### config.mk
export PLATFORM = sky130hd
export DESIGN_NAME = line_stat_unit
export DESIGN_NICKNAME = d
export VERILOG_FILES = /design/src/rtl/line_stat_pkg.sv /design/src/rtl/line_stat_ctrl.sv /design/src/rtl/line_stat_datapath.sv /design/src/rtl/line_stat_unit.sv
export SDC_FILE = /design/constraint.sdc
export NUM_CORES = 1
export LEC_CHECK = 0
export BUFFER_PORTS_ARGS = -buffer_cell sky130_fd_sc_hd__buf_4
export CAP_MARGIN = 10
export CORE_ASPECT_RATIO = 1.1
export CORE_MARGIN = 5
export CORE_UTILIZATION = 60
export DETAILED_ROUTE_END_ITERATION = 8
export GPL_TIMING_DRIVEN = 0
export PLACE_DENSITY = 0.78
export SYNTH_ARGS = -nofsm -noshare
export SYNTH_HDL_FRONTEND = slang
export SYNTH_SLANG_ARGS = --single-unit
export TNS_END_PERCENT = 50
### constraint.sdc
create_clock -name clk -period 4.75 [get_ports clk]
set_input_delay 0.95 -clock clk [delete_from_list [all_inputs] [get_ports clk]]
set_output_delay 0.95 -clock clk [all_outputs]
set_load 0.02 [all_outputs]
### src/rtl/line_stat_pkg.sv
package line_stat_pkg;
  localparam int CHAR_W = 8;

  typedef struct packed {
    logic              brk;
    logic              frm;
    logic              par;
    logic [CHAR_W-1:0] data;
  } rxEntry_t;

  typedef struct packed {
    logic     push;
    rxEntry_t entry;
    logic     pop;
    logic     statusRead;
  } rxStrobe_t;

  typedef enum logic [1:0] {
    ARMED      = 2'd0,
    WAIT_MARK  = 2'd1,
    WAIT_START = 2'd2
  } armState_t;
endpackage

### src/rtl/line_stat_ctrl.sv
module line_stat_ctrl
  import line_stat_pkg::*;
#(
  parameter int OVERSAMPLE = 16
) (
  input  logic              clk,
  input  logic              rstN,
  input  logic              fifoMode,
  input  logic [1:0]        wordLen,
  input  logic              parityEn,
  input  logic              twoStop,
  input  logic              sampleTick,
  input  logic              serialIn,
  input  logic              rxStartSeen,
  input  logic              rxCharValid,
  input  logic [CHAR_W-1:0] rxCharData,
  input  logic              rxParityErr,
  input  logic              rxFrameErr,
  input  logic              rxPop,
  input  logic              statusRead,
  input  logic              thrWrite,
  input  logic              thrToShift,
  input  logic              txFifoEmpty,
  output rxStrobe_t         strobe,
  output logic              threFlag
);
  // longest frame: start + 8 data + parity + 2 stop = 12 bit times
  localparam int MAX_TICKS = OVERSAMPLE * 12;
  localparam int BRK_W     = $clog2(MAX_TICKS + 2);

  armState_t        armState;
  logic [BRK_W-1:0] lowCnt;
  logic [BRK_W-1:0] frameTicks;
  logic             breakHit;
  logic             charAccept;

  // 7 = start + 5 minimum data bits + 1 stop
  always_comb begin
    frameTicks = BRK_W'(OVERSAMPLE) *
                 (BRK_W'(7) + BRK_W'(wordLen) + BRK_W'(parityEn) + BRK_W'(twoStop));
    breakHit   = sampleTick && !serialIn && (armState == ARMED) && (lowCnt == frameTicks);
    charAccept = rxCharValid && (armState == ARMED) && !breakHit;
  end

  always_ff @(posedge clk) begin
    if (!rstN) begin
      lowCnt <= '0;
    end else if (armState != ARMED || breakHit || (sampleTick && serialIn)) begin
      lowCnt <= '0;
    end else if (sampleTick) begin
      lowCnt <= lowCnt + 1'b1;
    end
  end

  always_ff @(posedge clk) begin
    if (!rstN) begin
      armState <= ARMED;
    end else begin
      unique case (armState)
        ARMED:      if (breakHit) armState <= WAIT_MARK;
        WAIT_MARK:  if (sampleTick && serialIn) armState <= WAIT_START;
        WAIT_START: if (rxStartSeen) armState <= ARMED;
        default:    armState <= ARMED;
      endcase
    end
  end

  always_comb begin
    strobe.push       = breakHit || charAccept;
    strobe.pop        = rxPop;
    strobe.statusRead = statusRead;
    if (breakHit) begin
      strobe.entry = '{brk: 1'b1, frm: 1'b0, par: 1'b0, data: '0};
    end else begin
      strobe.entry = '{brk: 1'b0, frm: rxFrameErr, par: rxParityErr, data: rxCharData};
    end
  end

  // holding-empty flag; a CPU write always wins
  always_ff @(posedge clk) begin
    if (!rstN) begin
      threFlag <= 1'b1;
    end else if (thrWrite) begin
      threFlag <= 1'b0;
    end else if (fifoMode) begin
      threFlag <= txFifoEmpty;
    end else if (thrToShift) begin
      threFlag <= 1'b1;
    end
  end
endmodule

### src/rtl/line_stat_datapath.sv
module line_stat_datapath
  import line_stat_pkg::*;
#(
  parameter int DEPTH = 16
) (
  input  logic              clk,
  input  logic              rstN,
  input  logic              fifoMode,
  input  rxStrobe_t         strobe,
  output logic              dataReady,
  output logic              overrun,
  output logic              headPar,
  output logic              headFrm,
  output logic              headBrk,
  output logic              fifoErr,
  output logic [CHAR_W-1:0] headData
);
  localparam int PTR_W = $clog2(DEPTH);
  localparam int CNT_W = $clog2(DEPTH + 1);

  rxEntry_t         mem [DEPTH];
  logic [PTR_W-1:0] wrPtr, rdPtr;
  logic [CNT_W-1:0] count, capacity;
  logic             headSeen;
  logic             doPop, doWrite, overwrite, dropped, isFull, headChange;
  rxEntry_t         head;

  always_comb begin
    capacity   = fifoMode ? CNT_W'(DEPTH) : CNT_W'(1);
    isFull     = (count == capacity);
    doPop      = strobe.pop && (count != '0);
    doWrite    = 1'b0;
    overwrite  = 1'b0;
    dropped    = 1'b0;
    if (strobe.push) begin
      if (!isFull || doPop) doWrite   = 1'b1;
      else if (!fifoMode)   overwrite = 1'b1;
      else                  dropped   = 1'b1;
    end
    headChange = doPop || overwrite || (doWrite && count == '0);
  end

  always_ff @(posedge clk) begin
    if (doWrite)   mem[wrPtr] <= strobe.entry;
    if (overwrite) mem[rdPtr] <= strobe.entry;
  end

  always_ff @(posedge clk) begin
    if (!rstN) begin
      wrPtr    <= '0;
      rdPtr    <= '0;
      count    <= '0;
      headSeen <= 1'b0;
      overrun  <= 1'b0;
    end else begin
      if (doWrite) wrPtr <= wrPtr + 1'b1;
      if (doPop)   rdPtr <= rdPtr + 1'b1;
      count <= count + CNT_W'(doWrite) - CNT_W'(doPop);
      if (headChange)             headSeen <= 1'b0;
      else if (strobe.statusRead) headSeen <= 1'b1;
      if (overwrite || dropped)   overrun <= 1'b1;
      else if (strobe.statusRead) overrun <= 1'b0;
    end
  end

  always_comb begin
    logic [PTR_W-1:0] offs;
    logic             anyErr;
    anyErr = 1'b0;
    for (int i = 0; i < DEPTH; i++) begin
      offs = PTR_W'(i) - rdPtr;
      if (CNT_W'(offs) < count) anyErr = anyErr | mem[i].par | mem[i].frm | mem[i].brk;
    end
    fifoErr   = fifoMode && anyErr;
    head      = mem[rdPtr];
    dataReady = (count != '0);
    headPar   = dataReady && !headSeen && head.par;
    headFrm   = dataReady && !headSeen && head.frm;
    headBrk   = dataReady && !headSeen && head.brk;
    headData  = dataReady ? head.data : '0;
  end
endmodule

### src/rtl/line_stat_unit.sv
module line_stat_unit
  import line_stat_pkg::*;
#(
  parameter int DEPTH      = 16,
  parameter int OVERSAMPLE = 16
) (
  input  logic        clk,
  input  logic        rstN,
  input  logic        fifoMode,
  input  logic [1:0]  wordLen,
  input  logic        parityEn,
  input  logic        twoStop,
  input  logic        sampleTick,
  input  logic        serialIn,
  input  logic        rxStartSeen,
  input  logic        rxCharValid,
  input  logic [7:0]  rxCharData,
  input  logic        rxParityErr,
  input  logic        rxFrameErr,
  input  logic        rxPop,
  input  logic        statusRead,
  input  logic        thrWrite,
  input  logic        thrToShift,
  input  logic        txFifoEmpty,
  input  logic        txShiftEmpty,
  input  logic        ienThre,
  input  logic        ienLineStat,
  output logic [7:0]  statusReg,
  output logic [7:0]  rxHeadData,
  output logic        txIrq,
  output logic        lineIrq
);
  rxStrobe_t strobe;
  logic threFlag, dataReady, overrun, headPar, headFrm, headBrk, fifoErr;

  line_stat_ctrl #(.OVERSAMPLE(OVERSAMPLE)) uCtrl (
    .clk(clk), .rstN(rstN), .fifoMode(fifoMode), .wordLen(wordLen),
    .parityEn(parityEn), .twoStop(twoStop), .sampleTick(sampleTick),
    .serialIn(serialIn), .rxStartSeen(rxStartSeen), .rxCharValid(rxCharValid),
    .rxCharData(rxCharData), .rxParityErr(rxParityErr), .rxFrameErr(rxFrameErr),
    .rxPop(rxPop), .statusRead(statusRead), .thrWrite(thrWrite),
    .thrToShift(thrToShift), .txFifoEmpty(txFifoEmpty),
    .strobe(strobe), .threFlag(threFlag)
  );

  line_stat_datapath #(.DEPTH(DEPTH)) uData (
    .clk(clk), .rstN(rstN), .fifoMode(fifoMode), .strobe(strobe),
    .dataReady(dataReady), .overrun(overrun), .headPar(headPar),
    .headFrm(headFrm), .headBrk(headBrk), .fifoErr(fifoErr),
    .headData(rxHeadData)
  );

  always_comb begin
    statusReg = {fifoErr, threFlag && txShiftEmpty, threFlag,
                 headBrk, headFrm, headPar, overrun, dataReady};
    txIrq     = ienThre && threFlag;
    lineIrq   = ienLineStat && (overrun || headPar || headFrm || headBrk);
  end
endmodule

==> results of run 1 <==
## flip-flops by register name, indices dropped and copies added (netlist names), named ones only
name and cells:
uData.mem 176, uCtrl.lowCnt 8, uData.count 5, uData.rdPtr 4, uData.wrPtr 4, uCtrl.armState 2, uCtrl.threFlag 1, uData.headSeen 1
uData.overrun 1
## report_power, final
part / total (mW) / switching [mW] / leakage (nW) / internal [mW]
sequential: 2.09 / 0.0524 / 1.84 / 2.04
clock: 1.65 / 0.677 / 0.331 / 0.972
combinational: 1.70 / 0.917 / 1.72 / 0.784
total: 5.44 / 1.65 / 3.90 / 3.79
## cells in the final DEF (no fill, tap or decap), types with 21 or more instances in the layout
cell and n:
edfxtp_1 176, buf_4 53, mux4_2 52, ha_1 48, nor2_1 43, inv_1 37
dfxtp_1 30, nor3_1 23, and2_1 21, nand2_1 21
## synth_stat cells (6+ instances only)
cell type / number
nor2_1: 43
clkbuf_1: 14
xnor2_1: 18
mux4_2: 52
a21o_1: 11
nor3_1: 23
buf_2: 8
dfxtp_1: 30
xor2_1: 10
and2_1: 21
inv_1: 37
buf_4: 8
ha_1: 48
nor2b_1: 18
nand3_1: 6
mux2i_1: 12
o21ai_0: 10
edfxtp_1: 176
a211oi_1: 6
o22ai_1: 6
nand2_1: 21
a21oi_1: 11
## logic make-up after synthesis
family | share of synthesized area
AOI/OAI and AO/OA | 0.0490
xor gates and xnor gates | 0.0253
adders and majority gates | 0.0660
buffers and inverters | 0.0304
DFF | 0.607
muxes | 0.134
and+or+nand+nor | 0.0881
## worst min path at each step
stage	slack, ps	from	end	cells past startpoint
after floorplan	490	uData.wrPtr[3]	uData.wrPtr[3]	2
after global placement	510	uData.wrPtr[3]	uData.wrPtr[3]	2
after detailed placement	530	uCtrl.lowCnt[7]	uCtrl.lowCnt[7]	2
after CTS	550	uCtrl.lowCnt[7]	uCtrl.lowCnt[7]	2
after global routing	570	uData.wrPtr[3]	uData.wrPtr[3]	2
final	540	uCtrl.lowCnt[7]	uCtrl.lowCnt[7]	2
## layer usage
layer  part of all wire  global-route usage  routed length (um)  vias up
li1                   -                   -                   -     2598
met1               0.39               0.305                8640     2942
met2               0.52               0.418               11400      266
met3              0.075              0.0389                1660       44
met4              0.020              0.0432                 450        0
met5                  0             0.00758                   0        -
## stage by stage
step / cell area, sq um / instances
3_5_place_dp: 10300 / 889
4_1_cts: 11000 / 925
3_3_place_gp: 10300 / 887
5_1_grt: 11100 / 932
2_1_floorplan: 9700 / 643
6_report: 11100 / 932
## worst reg2reg max path: stages (launching register included)
cell and delay, ps:
dfxtp_1 320, inv_1 510, ha_1 280, nand2b_1 100
or4_1 590, o21ba_2 360, mux2_2 400, nor2_1 980
## layout make-up
| class | count | area share |
|---|---|---|
| Clock buffer | 22 | 0.0477 |
| Multi-Input combinational cell | 369 | 0.318 |
| Tap cell | 200 | 0.0226 |
| Clock inverter | 14 | 0.0148 |
| Inverter | 37 | 0.0125 |
| Sequential cell | 206 | 0.532 |
| Buffer | 31 | 0.0141 |
| Timing Repair Buffer | 53 | 0.0390 |
==> results.json, run 1 <==
{
  "period_share": 0.941,
  "async_flop_share": 0,
  "netlist_area_sq_um": 9700,
  "ys_types": 56,
  "grt-ovfl-total": 0,
  "grt_max_degree": 26,
  "synth_top_area_frac": 0.545,
  "relSlewSlack": 0.131,
  "crit_path_end_kind": "flip-flop",
  "floorplan.initialDensity": 0.614,
  "rr_worst_depth": 7,
  "p_per_area_nw_per_um2": 491,
  "critical_path_required_ps": 4850,
  "die_w_um": 131,
  "syn-instance-count": 643,
  "first_pass_iters": 5,
  "clockBufferDepth": 3,
  "drt-total-wl_um": 22200,
  "critPathMostFrequentCell": "inv_1",
  "first_global_vias": 5957,
  "ant_nets": 0,
  "rsz0062_at_grt": "no",
  "hold_viol": 0,
  "hpwl_um": 14700,
  "multiInputGateArea_sq_um": 3520,
  "slew_violations": 0,
  "critPathLaunch": "wordLen[0]",
  "antenna_found_initial": 0,
  "num_rows": 48,
  "drv_cap": 0,
  "yosys_most_used_dff": "edfxtp_1",
  "die-height_um": 143,
  "critical_path_depth": 13,
  "ctsResizeCount": 0,
  "regArea_sq_um": 5890,
  "path_clk_slew_ps": 60,
  "port_buffers": 44,
  "post-route-util": 0.701,
  "crit_path_start_kind": "input pin",
  "dieArea_sq_um": 18800,
  "cts_hold_buf": 0,
  "critPathBufInv": 4,
  "clock-sinks": 206,
  "power_mw": 5.44,
  "initialDrtViolationCount": 496,
  "root_buffer": "clkbuf_16",
  "rrSetupSlack_ps": 820,
  "h-tree-depth": 1,
  "ys_ff_latch": 206,
  "route.detailed.drc": 0,
  "fin_nets": 797,
  "worst_slack_ps": 280,
  "antenna_cells": 0,
  "dpl_worst_slack_ps": -356,
  "max_stage_delay_ps": 970,
  "crit_arrival_ps": 4570,
  "synth_edf_count": 176,
  "peakVddDrop_uv": 399,
  "synthTopCellsByArea": "edfxtp_1 54%, mux4_2 12%, dfxtp_1 6.2%, ha_1 6.2%, nor2_1 1.7%",
  "cts_inserted_buffers": 20,
  "worstReg2RegStart": "uData.count[3]",
  "slowest_stage": "nor2_1",
  "post_cts_buffers": 0,
  "post_drt_wl_per_cell_um": 23.8,
  "yosysWarnings": 0,
  "final.setup_skew_ps": 18.0,
  "layout-drive-gt1-share": 0.221,
  "clkLatencyLatePin_ps": 500,
  "critical_path.top_delay_family": "simple AND/OR/NAND/NOR gates",
  "status": "completed",
  "p_leak_nw": 3.90,
  "holdWs_ps": 541,
  "hold_path.class": "flip-flop to flip-flop",
  "fmax_mhz": 224,
  "crit_type": "input pin to flip-flop",
  "cp_max_fo": 11,
  "fillers": 1031,
  "tns_ps": 0,
  "synth_area_leader_cell": "edfxtp_1",
  "synth_fp_nets": 722,
  "via_count": 5850,
  "syn_to_final_growth_pct": 14.2,
  "postSynthAreaPerCell_sq_um": 15.1,
  "ys_seq_area_frac": 0.607,
  "grt_pass1_wl_um": 33900,
  "detail_route.vias_per_cell": 6.28,
  "setup_viol": 0,
  "endpoint": "uData.mem[10][0]",
  "gp_congestion": 0.858,
  "core_region_area_sq_um": 15800,
  "grt_use_total": 0.233,
  "tightestPinTransition_ps": 1300,
  "min_period_ps": 4470,
  "crit_chain": "buf_4 -> inv_1 -> ha_1 -> inv_1 -> ha_1 -> inv_1 -> fa_1 -> xor2_1 -> nand2_1 -> nor4_4 -> o21ba_2 -> mux2_2 -> nor2_1",
  "ios": 47,
  "reg2reg_to": "uData.mem[10][0]",
  "cts_tree": "built"
}
(Power assumes the default switching activity.)
==> run 2: changes to the inputs <==
Settings changed: CTS_BUF_LIST set to sky130_fd_sc_hd__clkbuf_8, GPL_ROUTABILITY_DRIVEN set to 1.
==> run 2 against run 1 <==
Non-clock buffer count unchanged. Maximum frequency shrank 1.1%. Critical path depth unchanged. Clock skew fell by 0.96 ps. Sequential power hardly changed. Wire length down 2.7%. Die area unchanged. Critical path type is now flip-flop to output port. Register-to-register slack about the same. Global-route usage fell by 0.62 points.
==> results.json, run 2 (synthesis gave the netlist of run 1 again) <==
{
  "clock-sinks": 206,
  "dieArea_sq_um": 18800,
  "setup_viol": 0,
  "fmax_mhz": 221,
  "hold_path.class": "flip-flop to flip-flop",
  "antenna_found_initial": 0,
  "die_w_um": 131,
  "swShare": 0.318,
  "clockBufferDepth": 3,
  "layout-drive-gt1-share": 0.223,
  "power_mw": 5.09,
  "cts_hold_buf": 0,
  "dpl-instance-area_sq_um": 10300,
  "grt_max_degree": 26,
  "final_common_cell": "edfxtp_1",
  "cp_max_fo": 5,
  "grt_use_total": 0.227,
  "dpl_worst_slack_ps": -356,
  "comb_power_share": 0.333,
  "crit_path_start_kind": "flip-flop",
  "crit_path_end_kind": "output port",
  "route.detailed.drc": 0,
  "slew_violations": 0,
  "num_rows": 48,
  "die-height_um": 143,
  "grt_pass1_wl_um": 33000,
  "drv_cap": 0,
  "first_pass_iters": 7,
  "antenna_cells": 0,
  "relSlewSlack": 0.132,
  "port_buffers": 44,
  "core_region_area_sq_um": 15800,
  "fin_nets": 807,
  "ctsResizeCount": 0,
  "detail_route.vias_per_cell": 6.10,
  "top_register": "uData.mem",
  "post_drt_wl_per_cell_um": 22.7,
  "p_leak_nw": 3.88,
  "final.setup_skew_ps": 17.1,
  "fillers": 1060,
  "p_per_area_nw_per_um2": 465,
  "layout_common_cells": "176 x edfxtp_1, 54 x buf_4, 52 x mux4_2",
  "hold_viol": 0,
  "worst_slack_ps": 231,
  "critical_path_required_ps": 3800,
  "final_area_sq_um": 10900,
  "switchingPower_mw": 1.62,
  "clkLatencyLatePin_ps": 570,
  "crit_arrival_ps": 3570,
  "status": "completed",
  "p_seq_frac": 0.410,
  "via_count": 5806,
  "hpwl_um": 14700,
  "period_share": 0.951,
  "post_cts_buffers": 0,
  "path_clk_slew_ps": 60,
  "min_period_ps": 4520,
  "first_global_vias": 5992,
  "crit_type": "flip-flop to output port",
  "ant_nets": 0,
  "tns_ps": 0,
  "internal-power_mw": 3.47,
  "tightestPinTransition_ps": 1300,
  "cts_tree": "built",
  "initialDrtViolationCount": 514,
  "peakVddDrop_uv": 305,
  "drt-total-wl_um": 21600,
  "top_regs": "uData.mem (176), uCtrl.lowCnt (8), uData.count (5)",
  "ios": 47,
  "root_buffer": "clkbuf_8",
  "rsz0062_at_grt": "no",
  "h-tree-depth": 1,
  "gp_congestion": 0.858,
  "floorplan.initialDensity": 0.614,
  "cts_inserted_buffers": 30,
  "grt-ovfl-total": 0,
  "largest_reg_flops": 176,
  "pwr-share-clk": 0.257,
  "syn_to_final_growth_pct": 12.8
}
==> run 2: cell count changes in the layout (fill, tap and decap cells not counted), moves of 2 or more <==
cell        before  now
clkinv_2         3    6
clkbuf_16       20    0
clkbuf_8         2   30
clkinvlp_4       3    1
clkinv_1         3    9
inv_1           37   45
bufinv_16        3    1
==> run 2: path summary, 6_finish.rpt <==
kind | end | cells after the start | slack, ps | startpoint
setup / recovery | statusReg[7] | 13 | 230 | uData.rdPtr[2]
hold / removal | uCtrl.lowCnt[7] | 2 | 540 | uCtrl.lowCnt[7]
setup reg to reg | uData.mem[15][1] | 7 | 820 | uData.count[3]
hold reg to reg | uCtrl.lowCnt[7] | 2 | 540 | uCtrl.lowCnt[7]
==> run 2: area by class of cell <==
type	count	area, sq um	area share
sequential	206	5890	0.538
multi-input combinational	369	3520	0.322
timing repair buffer	53	428	0.0391
clock buffer	30	413	0.0377
tap	200	250	0.0229
buffer	31	156	0.0143
clock inverter	26	148	0.0135
inverter	37	139	0.0127
==> run 2: worst max-delay path, stage by stage, from the launching register on <==
cell	delay, ps
dfxtp_1	400
clkbuf_1	280
inv_1	200
ha_1	260
a21oi_1	150
xnor2_1	180
ha_1	210
a21o_1	160
o32ai_1	90
nor3_1	240
nand4_1	140
o41a_1	420
buf_4	130
buf_4	150
==> run 2: power by group through the flow <==
stage,combinational (mW),clock (mW),sequential (mW)
CTS,1.70,1.34,2.09
detailed placement,1.68,0,2.13
global placement,1.63,0,2.12
global route,1.86,1.42,2.09
floorplan,1.22,0,2.11
finish,1.69,1.31,2.09
==> run 2: metrics by stage <==
| step | util | std cells | hold slack, ps |
|---|---|---|---|
| 2_1_floorplan | - | 643 | 491 |
| 3_3_place_gp | 0.651 | 887 | 514 |
| 3_5_place_dp | 0.652 | 889 | 529 |
| 4_1_cts | 0.688 | 945 | 547 |
| 5_1_grt | 0.692 | 952 | 573 |
| 6_report | 0.692 | 952 | 542 |
==> run 2: per-layer routing <==
metal / global-route usage / share of wire / routed length, um
met4: 0.0531 / 0.015 / 315
met3: 0.0294 / 0.066 / 1420
met5: 0 / 0 / 0
met2: 0.413 / 0.53 / 11400
met1: 0.294 / 0.39 / 8410
==> run 3: changes to the inputs <==
Settings changed: ABC_AREA set to 1.
==> run 3 against run 2 <==
Flip-flop and latch count did not move. Final area up 3.9%. Combinational power increased by 40%. Critical endpoint unchanged. Largest cell class unchanged. Highest routed layer unchanged.
==> results.json, run 3 <==
{
  "status": "completed",
  "synthTopCellsByArea": "edfxtp_1 52%, dfxtp_1 5.9%, ha_1 5.9%, nor2_1 5.3%, o21ai_0 5.1%",
  "via_count": 7815,
  "async_flop_share": 0,
  "cts_hold_buf": 0,
  "ant_nets": 0,
  "largest_reg_flops": 176,
  "peakVddDrop_uv": 418,
  "synth_fp_nets": 1089,
  "cts_tree": "built",
  "die-height_um": 146,
  "gp_congestion": 0.903,
  "grt_pass1_wl_um": 39200,
  "layout-drive-gt1-share": 0.115,
  "clock-sinks": 206,
  "synth_area_leader_cell": "edfxtp_1",
  "syn_to_final_growth_pct": 12.1,
  "antenna_cells": 0,
  "critical_path_required_ps": 3800,
  "final_common_cell": "edfxtp_1",
  "first_global_vias": 7457,
  "period_share": 0.950,
  "power_mw": 5.88,
  "syn-instance-count": 1010,
  "min_period_ps": 4510,
  "cp_max_fo": 7,
  "grt_use_total": 0.258,
  "antenna_found_initial": 0,
  "final.setup_skew_ps": 20.8,
  "drv_cap": 0,
  "h-tree-depth": 2,
  "yosysWarnings": 0,
  "slowest_stage": "dfxtp_1",
  "tns_ps": 0,
  "critical_path.top_delay_family": "buffers and inverters",
  "crit_path_start_kind": "flip-flop",
  "fmax_mhz": 222,
  "netlist_area_sq_um": 10100,
  "synth_most_common_cell": "edfxtp_1",
  "clkLatencyLatePin_ps": 520,
  "postSynthAreaPerCell_sq_um": 10.0,
  "yosys-top-cells-count": "176 x edfxtp_1, 144 x nor2_1, 120 x nand2_1, 112 x inv_1, 104 x o21ai_0",
  "crit_type": "flip-flop to output port",
  "critPathBufInv": 6,
  "first_pass_iters": 6,
  "max_stage_delay_ps": 430,
  "drt-total-wl_um": 25300,
  "top_regs": "uData.mem (176), uCtrl.lowCnt (8), uData.count (5)",
  "detail_route.vias_per_cell": 5.92,
  "hold_viol": 0,
  "tightestPinTransition_ps": 1240,
  "path_clk_slew_ps": 60,
  "hold_path.class": "flip-flop to flip-flop",
  "synth_top_area_frac": 0.522,
  "ctsResizeCount": 1,
  "synth_edf_count": 176,
  "multiInputGateArea_sq_um": 3560,
  "slew_violations": 0,
  "ys_ff_latch": 206,
  "floorplan.initialDensity": 0.614,
  "hpwl_um": 17500,
  "die_w_um": 134,
  "dieArea_sq_um": 19600,
  "crit_path_end_kind": "output port",
  "setup_viol": 0,
  "port_buffers": 45,
  "grt-ovfl-total": 0,
  "post_cts_buffers": 0,
  "p_per_area_nw_per_um2": 517,
  "fin_nets": 1173,
  "crit_chain": "clkbuf_2 -> inv_1 -> ha_1 -> inv_1 -> nor2_1 -> nor2_2 -> o21a_1 -> inv_1 -> ha_1 -> a21boi_0 -> o21ai_0 -> o31ai_1 -> nand2_1 -> nor2_1 -> nor2_1 -> buf_4 -> buf_4",
  "crit_arrival_ps": 3560,
  "grt_max_degree": 19,
  "top_register": "uData.mem",
  "clockBufferDepth": 3,
  "yosys_most_used_dff": "edfxtp_1",
  "route.detailed.drc": 0,
  "num_rows": 49,
  "relSlewSlack": 0.172,
  "core_region_area_sq_um": 16500,
  "ys_seq_area_frac": 0.581,
  "ios": 47,
  "rsz0062_at_grt": "no",
  "cts_inserted_buffers": 34,
  "initialDrtViolationCount": 1031,
  "regArea_sq_um": 5890,
  "fillers": 1266,
  "p_leak_nw": 4.53,
  "ys_types": 42,
  "post_drt_wl_per_cell_um": 19.2,
  "layout_common_cells": "176 x edfxtp_1, 143 x nor2_1, 127 x inv_1",
  "root_buffer": "clkbuf_8"
}
run 3: cell types whose count changed in the layout (fill, tap and decap cells not counted), moves of 20 or more:
cell	delta
a21oi_1	+28
and2_1	-21
mux4_2	-52
nand3_1	+46
o221ai_1	+20
nand2_1	+99
inv_1	+82
o21ai_0	+94
nor2_1	+100
run 3: path summary, 6_finish.rpt:
check	startpoint	slack, ps	cells after the start	to
max	uData.rdPtr[2]	240	17	statusReg[7]
min reg2reg	uData.wrPtr[1]	510	2	uData.wrPtr[1]
max reg2reg	uData.count[3]	1100	13	uData.mem[15][8]
min	uData.wrPtr[1]	510	2	uData.wrPtr[1]
run 3: logic make-up (layout without fill, tap and decap cells):
group / Yosys count / count (layout) / synth area share
flip-flops: 206 / 206 / 0.581
AND/OR/NAND/NOR: 363 / 363 / 0.156
adder cells (fa/ha/maj): 50 / 50 / 0.0632
XOR/XNOR: 13 / 13 / 0.0112
buffers and inverters: 168 / 274 / 0.0678
AO/OA/AOI/OAI: 210 / 210 / 0.121
run 3: report_power, final:
part	switching [mW]	internal, mW	leakage, nW
clock network	0.663	0.722	0.353
registers	0.0611	2.07	1.83
logic	1.54	0.821	2.34
run 3: layout make-up:
class | count | area share
well taps | 204 | 0.0225
inverters | 117 | 0.0387
repair buffers | 48 | 0.0327
clock buffers | 34 | 0.0412
plain buffers | 51 | 0.0219
multi-input cells | 636 | 0.313
clock inverters | 24 | 0.0115
flip-flops and latches | 206 | 0.518
run 3: stage by stage:
step | util | hold WS (ps) | instances | worst slack, ps | instance area, sq um
floorplan | - | 474 | 1010 | 889 | 10100
global placement | 0.650 | 496 | 1259 | 45.0 | 10700
detailed placement | 0.650 | 505 | 1259 | 2.77 | 10700
CTS | 0.687 | 514 | 1317 | 179 | 11300
global route | 0.689 | 559 | 1320 | 3.45 | 11400
finish | 0.689 | 514 | 1320 | 236 | 11400
run 3: worst register-to-register path, stage by stage (launching register included):
cell and delay (ps):
dfxtp_1 310, inv_1 500, ha_1 260, nand2_1 110
nor2_4 180, nor2_4 70, inv_2 80, nand2_2 90
nor2_4 170, nand2_4 90, buf_6 150, o21ai_2 130
nand2_1 150, nor2_1 970
run 3: metal layers:
layer  GRT usage  share of wire  up-vias
met5           0              0        -
met4       0.101          0.031        0
met3      0.0478          0.092       54
met2       0.434           0.49      413
met1       0.334           0.39     3670
li1            -              -     3678
